`src/rtl/vid_timing_pkg.sv`:
```
package vid_timing_pkg;
  typedef enum logic {
    REGION_PAL  = 1'b0,
    REGION_NTSC = 1'b1
  } region_e;

  function automatic bit in_window(input int unsigned pos, input int unsigned start,
                                   input int unsigned len);
    return (pos >= start) && (pos < start + len);
  endfunction
endpackage

```
`src/rtl/vt_pixdiv.sv`:
```
module vt_pixdiv #(
  parameter int unsigned PIX_DIV = 8,
  localparam int unsigned DW = (PIX_DIV > 1) ? $clog2(PIX_DIV) : 1
) (
  input  logic clk_i,
  input  logic rst_ni,
  output logic pix_en_o,
  output logic pclk_o
);
  logic [DW-1:0] div_q;

  always_ff @(posedge clk_i or negedge rst_ni) begin
    if (!rst_ni) div_q <= '0;
    else if (pix_en_o) div_q <= '0;
    else div_q <= div_q + 1'b1;
  end

  assign pix_en_o = (div_q == DW'(PIX_DIV - 1));
  // high during first half of the pixel period
  assign pclk_o   = (div_q < DW'(PIX_DIV / 2));
endmodule

```
`src/rtl/vt_counters.sv`:
```
module vt_counters #(
  parameter int unsigned H_TOTAL = 342,
  parameter int unsigned V_NTSC  = 262,
  parameter int unsigned V_PAL   = 313,
  parameter int unsigned HW      = 9,
  parameter int unsigned VW      = 9
) (
  input  logic          clk_i,
  input  logic          rst_ni,
  input  logic          pix_en_i,
  input  logic          ntsc_i,
  output logic [HW-1:0] hcnt_o,
  output logic [VW-1:0] vcnt_o
);
  import vid_timing_pkg::*;

  logic [VW-1:0] v_last;
  logic          h_wrap;

  assign v_last = (region_e'(ntsc_i) == REGION_NTSC) ? VW'(V_NTSC - 1) : VW'(V_PAL - 1);
  assign h_wrap = (hcnt_o >= HW'(H_TOTAL - 1));

  always_ff @(posedge clk_i or negedge rst_ni) begin
    if (!rst_ni) begin
      hcnt_o <= '0;
      vcnt_o <= '0;
    end else if (pix_en_i) begin
      if (h_wrap) begin
        hcnt_o <= '0;
        // >= so a region switch late in a frame still wraps
        vcnt_o <= (vcnt_o >= v_last) ? '0 : vcnt_o + 1'b1;
      end else begin
        hcnt_o <= hcnt_o + 1'b1;
      end
    end
  end
endmodule

```
`src/rtl/vt_sync_gen.sv`:
```
module vt_sync_gen #(
  parameter int unsigned HS_START = 300,
  parameter int unsigned HS_LEN   = 26,
  parameter int unsigned VS_START = 230,
  parameter int unsigned VS_LEN   = 3,
  parameter int unsigned HW       = 9,
  parameter int unsigned VW       = 9
) (
  input  logic          rst_ni,
  input  logic [HW-1:0] hcnt_i,
  input  logic [VW-1:0] vcnt_i,
  input  logic          pclk_i,
  input  logic          vs_pclk_sel_i,
  input  logic          hs_hold_hi_i,
  output logic          hsync_no,
  output logic          vsync_no,
  output logic          csync_no
);
  import vid_timing_pkg::*;

  logic hs_act, vs_act;

  always_comb begin
    hs_act = rst_ni && in_window(32'(hcnt_i), HS_START, HS_LEN);
    vs_act = rst_ni && in_window(32'(vcnt_i), VS_START, VS_LEN);
    hsync_no = hs_hold_hi_i ? 1'b1 : !hs_act;
    if (!rst_ni) vsync_no = 1'b1;
    else if (vs_pclk_sel_i) vsync_no = pclk_i;
    else vsync_no = !vs_act;
    csync_no = !(hs_act || vs_act);
  end
endmodule

```
`src/rtl/vt_hlatch.sv`:
```
module vt_hlatch #(
  parameter int unsigned HW = 9
) (
  input  logic          clk_i,
  input  logic          rst_ni,
  input  logic          hlatch_ni,
  input  logic [HW-1:0] hcnt_i,
  output logic [HW-1:0] hcnt_rd_o
);
  logic s1_q, s2_q, s3_q, fall;

  always_ff @(posedge clk_i or negedge rst_ni) begin
    if (!rst_ni) begin
      s1_q <= 1'b1;
      s2_q <= 1'b1;
      s3_q <= 1'b1;
    end else begin
      s1_q <= hlatch_ni;
      s2_q <= s1_q;
      s3_q <= s2_q;
    end
  end

  assign fall = s3_q && !s2_q;

  always_ff @(posedge clk_i or negedge rst_ni) begin
    if (!rst_ni) hcnt_rd_o <= '0;
    else if (s2_q || fall) hcnt_rd_o <= hcnt_i;
  end
endmodule

```
`src/rtl/vid_timing.sv`:
```
module vid_timing #(
  parameter int unsigned PIX_DIV  = 8,
  parameter int unsigned H_TOTAL  = 342,
  parameter int unsigned V_NTSC   = 262,
  parameter int unsigned V_PAL    = 313,
  parameter int unsigned HS_START = 300,
  parameter int unsigned HS_LEN   = 26,
  parameter int unsigned VS_START = 230,
  parameter int unsigned VS_LEN   = 3,
  localparam int unsigned V_MAX   = (V_PAL > V_NTSC) ? V_PAL : V_NTSC,
  localparam int unsigned HW      = $clog2(H_TOTAL),
  localparam int unsigned VW      = $clog2(V_MAX)
) (
  input  logic          clk_i,
  input  logic          rst_ni,
  input  logic          ntsc_i,
  input  logic          vs_pclk_sel_i,
  input  logic          hs_hold_hi_i,
  input  logic          hlatch_ni,
  output logic          pix_en_o,
  output logic [HW-1:0] hcnt_o,
  output logic [VW-1:0] vcnt_o,
  output logic [HW-1:0] hcnt_rd_o,
  output logic          hsync_no,
  output logic          vsync_no,
  output logic          csync_no
);
  logic pclk;

  vt_pixdiv #(.PIX_DIV(PIX_DIV)) u_div (
    .clk_i(clk_i), .rst_ni(rst_ni), .pix_en_o(pix_en_o), .pclk_o(pclk)
  );

  vt_counters #(.H_TOTAL(H_TOTAL), .V_NTSC(V_NTSC), .V_PAL(V_PAL), .HW(HW), .VW(VW)) u_cnt (
    .clk_i(clk_i), .rst_ni(rst_ni), .pix_en_i(pix_en_o), .ntsc_i(ntsc_i),
    .hcnt_o(hcnt_o), .vcnt_o(vcnt_o)
  );

  vt_sync_gen #(.HS_START(HS_START), .HS_LEN(HS_LEN), .VS_START(VS_START), .VS_LEN(VS_LEN),
                .HW(HW), .VW(VW)) u_sync (
    .rst_ni(rst_ni), .hcnt_i(hcnt_o), .vcnt_i(vcnt_o), .pclk_i(pclk),
    .vs_pclk_sel_i(vs_pclk_sel_i), .hs_hold_hi_i(hs_hold_hi_i),
    .hsync_no(hsync_no), .vsync_no(vsync_no), .csync_no(csync_no)
  );

  vt_hlatch #(.HW(HW)) u_latch (
    .clk_i(clk_i), .rst_ni(rst_ni), .hlatch_ni(hlatch_ni), .hcnt_i(hcnt_o),
    .hcnt_rd_o(hcnt_rd_o)
  );
endmodule

```
`config.mk`:
```
export PLATFORM = sky130hd
export DESIGN_NAME = vid_timing
export DESIGN_NICKNAME = d
export VERILOG_FILES = /design/src/rtl/vid_timing_pkg.sv /design/src/rtl/vt_pixdiv.sv /design/src/rtl/vt_counters.sv /design/src/rtl/vt_sync_gen.sv /design/src/rtl/vt_hlatch.sv /design/src/rtl/vid_timing.sv
export SDC_FILE = /design/constraint.sdc
export NUM_CORES = 1
export LEC_CHECK = 0
export BUFFER_PORTS_ARGS = -buffer_cell sky130_fd_sc_hd__buf_2
export CORE_MARGIN = 5
export CORE_UTILIZATION = 35
export DETAILED_ROUTE_END_ITERATION = 12
export PLACE_DENSITY_LB_ADDON = 0.15
export RECOVER_POWER = 25
export SETUP_SLACK_MARGIN = 0.05
export SYNTH_ARGS = -nofsm -noshare
export SYNTH_HDL_FRONTEND = slang
export SYNTH_HIERARCHICAL = 1
export SYNTH_SLANG_ARGS = --single-unit
```
`constraint.sdc`:
```
create_clock -name clk_i -period 2.2 [get_ports clk_i]
set_input_delay 0.44 -clock clk_i [delete_from_list [all_inputs] [get_ports clk_i]]
set_output_delay 0.44 -clock clk_i [all_outputs]
set_load 0.01 [all_outputs]
```
==> impl_metrics.py, run 1 <==
metrics = {
    "worst_hold_path": {
        "whs_endpoint": "u_latch/s1_q$_DFF_PN1_",
        "holdPathStages": 1,
        "hp-start": "hlatch_ni",
        "hold_path_class": "input port to register",
    },
    "timing": {
        "tightest_slew_ns": 0.859,
        "layout_setup_ws_ns": 0.0484,
        "grt_setup_unrepaired": "true",
        "final.period_utilization_pct": 97.8,
        "finClkSkew_ns": 0.00605,
        "setup_viol": 0,
        "relSlewSlack_pct": 42.8,
        "drv_slew": 0,
        "finalHoldViolCount": 0,
        "period_minus_slack_ns": 2.15,
        "max_freq_mhz": 465,
    },
    "synth": {
        "ys_seq_area_share_pct": 43.8,
        "synth_edf_count": 0,
        "synth.yosys.warnings": 6,
        "synth_area_sq_um": 1890,
        "ys_async_sr_fraction_pct": 100,
        "ys_types": 55,
        "synth-seq-cells": 33,
        "synthFlopType": "dfrtp_1",
        "syn_inst": 178,
        "syn_avg_cell_area_sq_um": 10.6,
        "syn_nets": 194,
    },
    "critical_path": {
        "cp_slowest_stage_delay_ns": 0.41,
        "crit_buf_inv": 2,
        "r2r-end": "u_cnt/vcnt_o[2]$_DFFE_PN0P_",
        "end_kind": "output pin",
        "path_delay_family": "compound AO/OA/AOI/OAI gates",
        "path_max_fanout": 3,
        "start_kind": "register",
        "worstPathRequired_ns": 1.76,
        "critPathArrivalTime_ns": 1.71,
        "timing.rr.start": "u_cnt/vcnt_o[0]$_DFFE_PN0P_",
        "slowest_stage": "dfrtp_1",
        "crit_path_frequent_cell": "a211oi_2",
        "rrSetupSlack_ns": 0.21,
        "crit_type": "register to output pin",
        "reg2regPathDepth": 7,
        "path_cells": "buf_6, a211oi_2, nand3b_1, a211oi_2, nand2b_1, buf_2",
    },
    "floorplan": {
        "die_area_sq_um": 6980,
        "ios": 37,
        "die_y_microns": 83.5,
        "die_w_microns": 83.5,
        "coreArea_sq_um": 5170,
        "start_util_pct": 36.6,
        "std_cell_rows": 26,
    },
    "global_route": {
        "grt_use_total_pct": 13.6,
        "grt_pass1_wl_microns": 7700,
        "overflow": 0,
        "antenna_found_initial": 0,
        "grt_max_degree": 20,
        "grt_pass1_vias": 1505,
    },
    "power_and_ir_drop": {
        "seq_power_share_pct": 49.7,
        "power_density_nw_per_um2": 514,
        "total_power_mw": 1.24,
        "p_comb_share_pct": 3.0,
        "p_sw_share_pct": 22.1,
        "p_switching_uw": 274,
        "peakVddDrop_uv": 254,
        "power_leakage_nw": 1.15,
        "power.clock.fraction_pct": 47.3,
        "internal-power_uw": 965,
    },
    "finish": {
        "area.growth.synth_to_final_pct": 27.5,
        "diodes": 0,
        "ff_latch_area_sq_um": 838,
        "final_nets": 251,
        "layout_commonest_cell": "buf_2",
        "drive_gt1_share_pct": 40.3,
        "multi_input_area_sq_um": 1000,
        "num-fill-cells": 519,
        "layout_common_cells": "buf_2 (35), dfrtp_1 (23), buf_4 (17)",
    },
    "clock_tree": {
        "clock_path_buffers": 2,
        "root_buffer": "clkbuf_8",
        "clk_pin_slew_worst_paths_ns": 0.08,
        "htree_levels": 2,
        "cts_tree": "built",
        "clk_latency_ns": 0.29,
        "cts-buffers-inserted": 5,
        "cts_sinks": 33,
    },
    "route": {
        "ant_nets": 0,
        "via_per_inst": 5.10,
        "wire_per_inst_microns": 14.8,
        "num_vias": 1562,
        "drcViolationCount": 0,
        "dr.pass1.iters": 4,
        "totalWireLength_microns": 4530,
        "drtIter0Drc": 93,
    },
    "placement": {
        "dp_slack_ns": 0.118,
        "portBuffers": 36,
        "gp_congestion": 0.783,
        "place_hpwl_microns": 3190,
    },
    "job": {
        "cap_violations": 0,
    },
    "outcome": {
        "outcome": "complete, no violations",
    },
}
[per-layer routing]
layer	vias to the layer above	track usage, %	wire length [microns]	share of wire, %
li1	789	-	-	-
met1	735	19.2	2300	51
met2	34	20.0	1940	43
met3	4	4.34	256	5.7
met4	0	3.80	41	0.91
met5	-	0	0	0
[how the worst max path moves through the flow]
stage,start,to,slack (ns),cells past startpoint
final,u_cnt/hcnt_o[2]$_DFFE_PN0P_,hsync_no,0.05,6
after global routing,u_cnt/hcnt_o[2]$_DFFE_PN0P_,hsync_no,-0.03,6
after CTS,u_cnt/vcnt_o[2]$_DFFE_PN0P_,vsync_no,0.06,5
after detailed placement,ntsc_i,u_cnt/vcnt_o[2]$_DFFE_PN0P_,0.12,6
after global placement,ntsc_i,u_cnt/vcnt_o[4]$_DFFE_PN0P_,0.16,6
after floorplan,u_cnt/vcnt_o[0]$_DFFE_PN0P_,u_cnt/vcnt_o[6]$_DFFE_PN0P_,0.39,7
[synth_stat cells, drive strengths merged (3+ instances only)]
library cell | number | area share, %
nand2 | 11 | 2.2
buf | 3 | 1.3
nand3 | 14 | 4.0
nand4b | 3 | 1.4
o21ai | 4 | 1.7
mux2 | 9 | 5.4
nor2 | 9 | 2.2
and3 | 4 | 1.3
a21o | 3 | 1.2
dfrtp | 30 | 40
inv | 13 | 2.6
ha | 10 | 6.6
o22ai | 5 | 2.0
xor2 | 3 | 1.4
nand2b | 4 | 1.3
a32oi | 6 | 2.8
a21oi | 3 | 0.99
nand4 | 3 | 0.99
dfstp | 3 | 4.2
[stage by stage]
| stage | area, sq um | util, % | instances | TNS (ns) | hold WS, ns |
|---|---|---|---|---|---|
| 2_1_floorplan | 1890 | - | 178 | 0 | 0.144 |
| 3_3_place_gp | 2200 | 42.6 | 289 | 0 | 0.346 |
| 3_5_place_dp | 2200 | 42.6 | 289 | 0 | 0.347 |
| 4_1_cts | 2380 | 46.0 | 303 | 0 | 0.177 |
| 5_1_grt | 2410 | 46.7 | 306 | -0.0339 | 0.226 |
| 6_report | 2410 | 46.7 | 306 | 0 | 0.242 |
[area by class of cell]
class / count / share of cell area [%]
clock buffer: 5 / 2.85
timing repair buffer: 55 / 13.3
sequential: 33 / 34.7
multi-input combinational: 127 / 41.5
inverter: 13 / 2.02
tap: 70 / 3.63
clock inverter: 3 / 1.92
[registers in the layout, indices dropped and copies added (netlist names)]
register and flops:
u_latch/hcnt_rd_o 9, u_latch/s1_q 1, u_div/div_q 3, u_cnt/vcnt_o 9
u_latch/s2_q 1, u_cnt/hcnt_o 9, u_latch/s3_q 1
[repair_timing]
item	CTS	global route
endpoints found under the setup margin	3	5
setup buffers	6	3
cloned	0	0
pin swaps	2	3
hold buffers	0	0
gates resized for setup	7	4
[kinds of logic after synthesis]
family                     Yosys count  share of synthesized area (%)
and+or+nand+nor                     66                           21.0
AOI/OAI and AO/OA                   38                           17.1
DFF                                 33                           43.8
buffers and inverters               18                           4.23
muxes                               10                           5.88
adders and majority gates           10                           6.61
xor gates and xnor gates             3                           1.39
[power by group through the flow]
stage,logic (mW),clock network (mW),registers (mW)
after global routing,0.0438,0.634,0.616
final,0.0374,0.586,0.616
after floorplan,0.0125,0,0.628
after detailed placement,0.0400,0,0.628
after global placement,0.0398,0,0.627
after CTS,0.0400,0.601,0.616
Power figures use the tool's default switching activity.
==> run 2: changes to the inputs <==
--- a/config.mk
+++ b/config.mk
@@ -6,4 +6,5 @@
 export NUM_CORES = 1
 export LEC_CHECK = 0
+export ABC_AREA = 0
 export BUFFER_PORTS_ARGS = -buffer_cell sky130_fd_sc_hd__buf_2
 export CORE_MARGIN = 5
==> constraint.sdc (replaced) <==
create_clock -name clk_i -period 2.2 [get_ports clk_i]
set_input_delay 0.33 -clock clk_i [delete_from_list [all_inputs] [get_ports clk_i]]
set_output_delay 0.33 -clock clk_i [all_outputs]
set_load 0.01 [all_outputs]
==> impl_metrics.py, run 2 (synthesized netlist as in run 1, its figures left out) <==
metrics = {
    "outcome": {
        "outcome": "complete, no violations",
    },
    "finish": {
        "finalNonFillerCells": 297,
        "area.growth.synth_to_final_pct": 23.3,
        "layout_commonest_cell": "buf_2",
        "diodes": 0,
        "drive_gt1_share_pct": 35.7,
        "fin_area_sq_um": 2330,
        "layout_common_cells": "buf_2 (36), dfrtp_1 (27), inv_1 (13), nand3_1 (13), nand2_1 (11)",
        "reg_top3": "u_cnt/hcnt_o x9, u_cnt/vcnt_o x9, u_latch/hcnt_rd_o x9",
        "final_nets": 242,
    },
    "timing": {
        "finClkSkew_ns": 0.00591,
        "final.period_utilization_pct": 92.6,
        "relSlewSlack_pct": 43.8,
        "grt_setup_unrepaired": "true",
        "period_minus_slack_ns": 2.04,
        "drv_slew": 0,
        "whs_ns": 0.134,
        "finalSetupTns_ns": 0,
        "tightest_slew_ns": 0.844,
        "finalHoldViolCount": 0,
        "max_freq_mhz": 491,
        "setup_viol": 0,
    },
    "critical_path": {
        "crit_type": "input port to output pin",
        "worstPathRequired_ns": 1.87,
        "start_kind": "input port",
        "path_delay_family": "buffers and inverters",
        "crit_path_frequent_cell": "buf_2",
        "critPathArrivalTime_ns": 1.71,
        "slowest_stage": "dlygate4sd3_1",
        "path_max_fanout": 5,
        "cp_slowest_stage_delay_ns": 0.52,
        "crit_buf_inv": 3,
        "end_kind": "output pin",
        "path_cells": "dlygate4sd3_1, buf_2, nand4b_1, nor4b_2, mux2i_1, buf_2",
    },
    "global_route": {
        "grt_use_total_pct": 13.2,
        "antenna_found_initial": 0,
        "overflow": 0,
        "grt_max_degree": 20,
        "grt_pass1_vias": 1469,
        "grt_pass1_wl_microns": 7620,
    },
    "placement": {
        "gp_congestion": 0.786,
        "dpl.cell_count": 288,
        "place_hpwl_microns": 3170,
        "place_area_sq_um": 2200,
        "portBuffers": 36,
    },
    "worst_hold_path": {
        "hold_path_class": "input port to register",
    },
    "power_and_ir_drop": {
        "power_leakage_nw": 1.12,
        "power_density_nw_per_um2": 530,
        "p_sw_share_pct": 21.9,
        "p_comb_share_pct": 3.2,
        "seq_power_share_pct": 49.7,
        "power.clock.fraction_pct": 47.1,
        "internal-power_uw": 967,
        "peakVddDrop_uv": 305,
        "p_switching_uw": 271,
    },
    "route": {
        "ant_nets": 0,
        "drcViolationCount": 0,
        "totalWireLength_microns": 4430,
        "wire_per_inst_microns": 14.9,
        "num_vias": 1559,
        "dr.pass1.iters": 4,
        "drtIter0Drc": 88,
        "via_per_inst": 5.25,
    },
    "floorplan": {
        "coreArea_sq_um": 5170,
        "std_cell_rows": 26,
        "die_area_sq_um": 6980,
        "die_w_microns": 83.5,
        "ios": 37,
        "die_y_microns": 83.5,
        "start_util_pct": 36.6,
    },
    "clock_tree": {
        "clk_latency_ns": 0.29,
        "cts-buffers-inserted": 5,
        "cts_sinks": 33,
        "htree_levels": 2,
        "clock_path_buffers": 2,
        "cts_tree": "built",
        "cts_setup_buffers": 0,
        "clk_pin_slew_worst_paths_ns": 0.08,
        "root_buffer": "clkbuf_8",
    },
    "job": {
        "cap_violations": 0,
    },
}
[run 2: repair_timing]
action / 4_1_cts / 5_1_grt
setup endpoints to repair: 0 / 3
hold endpoints to repair: 1 / 0
hold buffers: 1 / 0
resized for setup: 0 / 5
[run 2: path summary, 6_finish.rpt]
kind / from / endpoint / slack [ns] / cells past startpoint
worst max-delay path: rst_ni / vsync_no / 0.16 / 6
worst min-delay path: hlatch_ni / u_latch/s1_q$_DFF_PN1_ / 0.13 / 1
worst max register to register: u_cnt/vcnt_o[0]$_DFFE_PN0P_ / u_cnt/vcnt_o[2]$_DFFE_PN0P_ / 0.20 / 6
worst min register to register: u_latch/s1_q$_DFF_PN1_ / u_latch/s2_q$_DFF_PN1_ / 0.36 / 0
max in group asynchronous: rst_ni / u_cnt/hcnt_o[4]$_DFFE_PN0P_ / 0.77 / 3
min in group asynchronous: rst_ni / u_cnt/hcnt_o[3]$_DFFE_PN0P_ / 0.39 / 2
[run 2: power by group through the flow]
stage | Clock (mW) | Combinational [mW] | Sequential, mW
5_1_grt | 0.626 | 0.0455 | 0.616
4_1_cts | 0.598 | 0.0417 | 0.616
6_report | 0.583 | 0.0392 | 0.615
3_5_place_dp | 0 | 0.0402 | 0.628
3_3_place_gp | 0 | 0.0400 | 0.627
2_1_floorplan | 0 | 0.0125 | 0.628
[run 2: area by class of cell]
cell class                      instances  area [sq um]
Clock buffer                            5          68.8
Inverter                               13          48.8
Multi-Input combinational cell        127           995
Tap cell                               70          87.6
Sequential cell                        33           833
Clock inverter                          3          46.3
Fill cell                             498          2840
Timing Repair Buffer                   46           254
[run 2: per-layer routing]
metal | share of wire (%) | track usage [%] | vias up | wire [microns]
met5 | 0 | 0 | - | 0
met4 | 1.2 | 3.51 | 0 | 53
met3 | 6.4 | 3.75 | 6 | 282
met2 | 43 | 19.2 | 48 | 1920
met1 | 49 | 19.1 | 742 | 2170
li1 | - | - | 763 | -
[run 2: per-stage QoR]
step                      setup slack [ns]  util (%)  power [mW]
after global placement               0.270      42.5       0.667
after detailed placement             0.252      42.5       0.668
after floorplan                      0.390         -       0.641
final                                0.162      45.1        1.24
after CTS                           0.0898      44.9        1.26
after global routing                0.0441      45.1        1.29
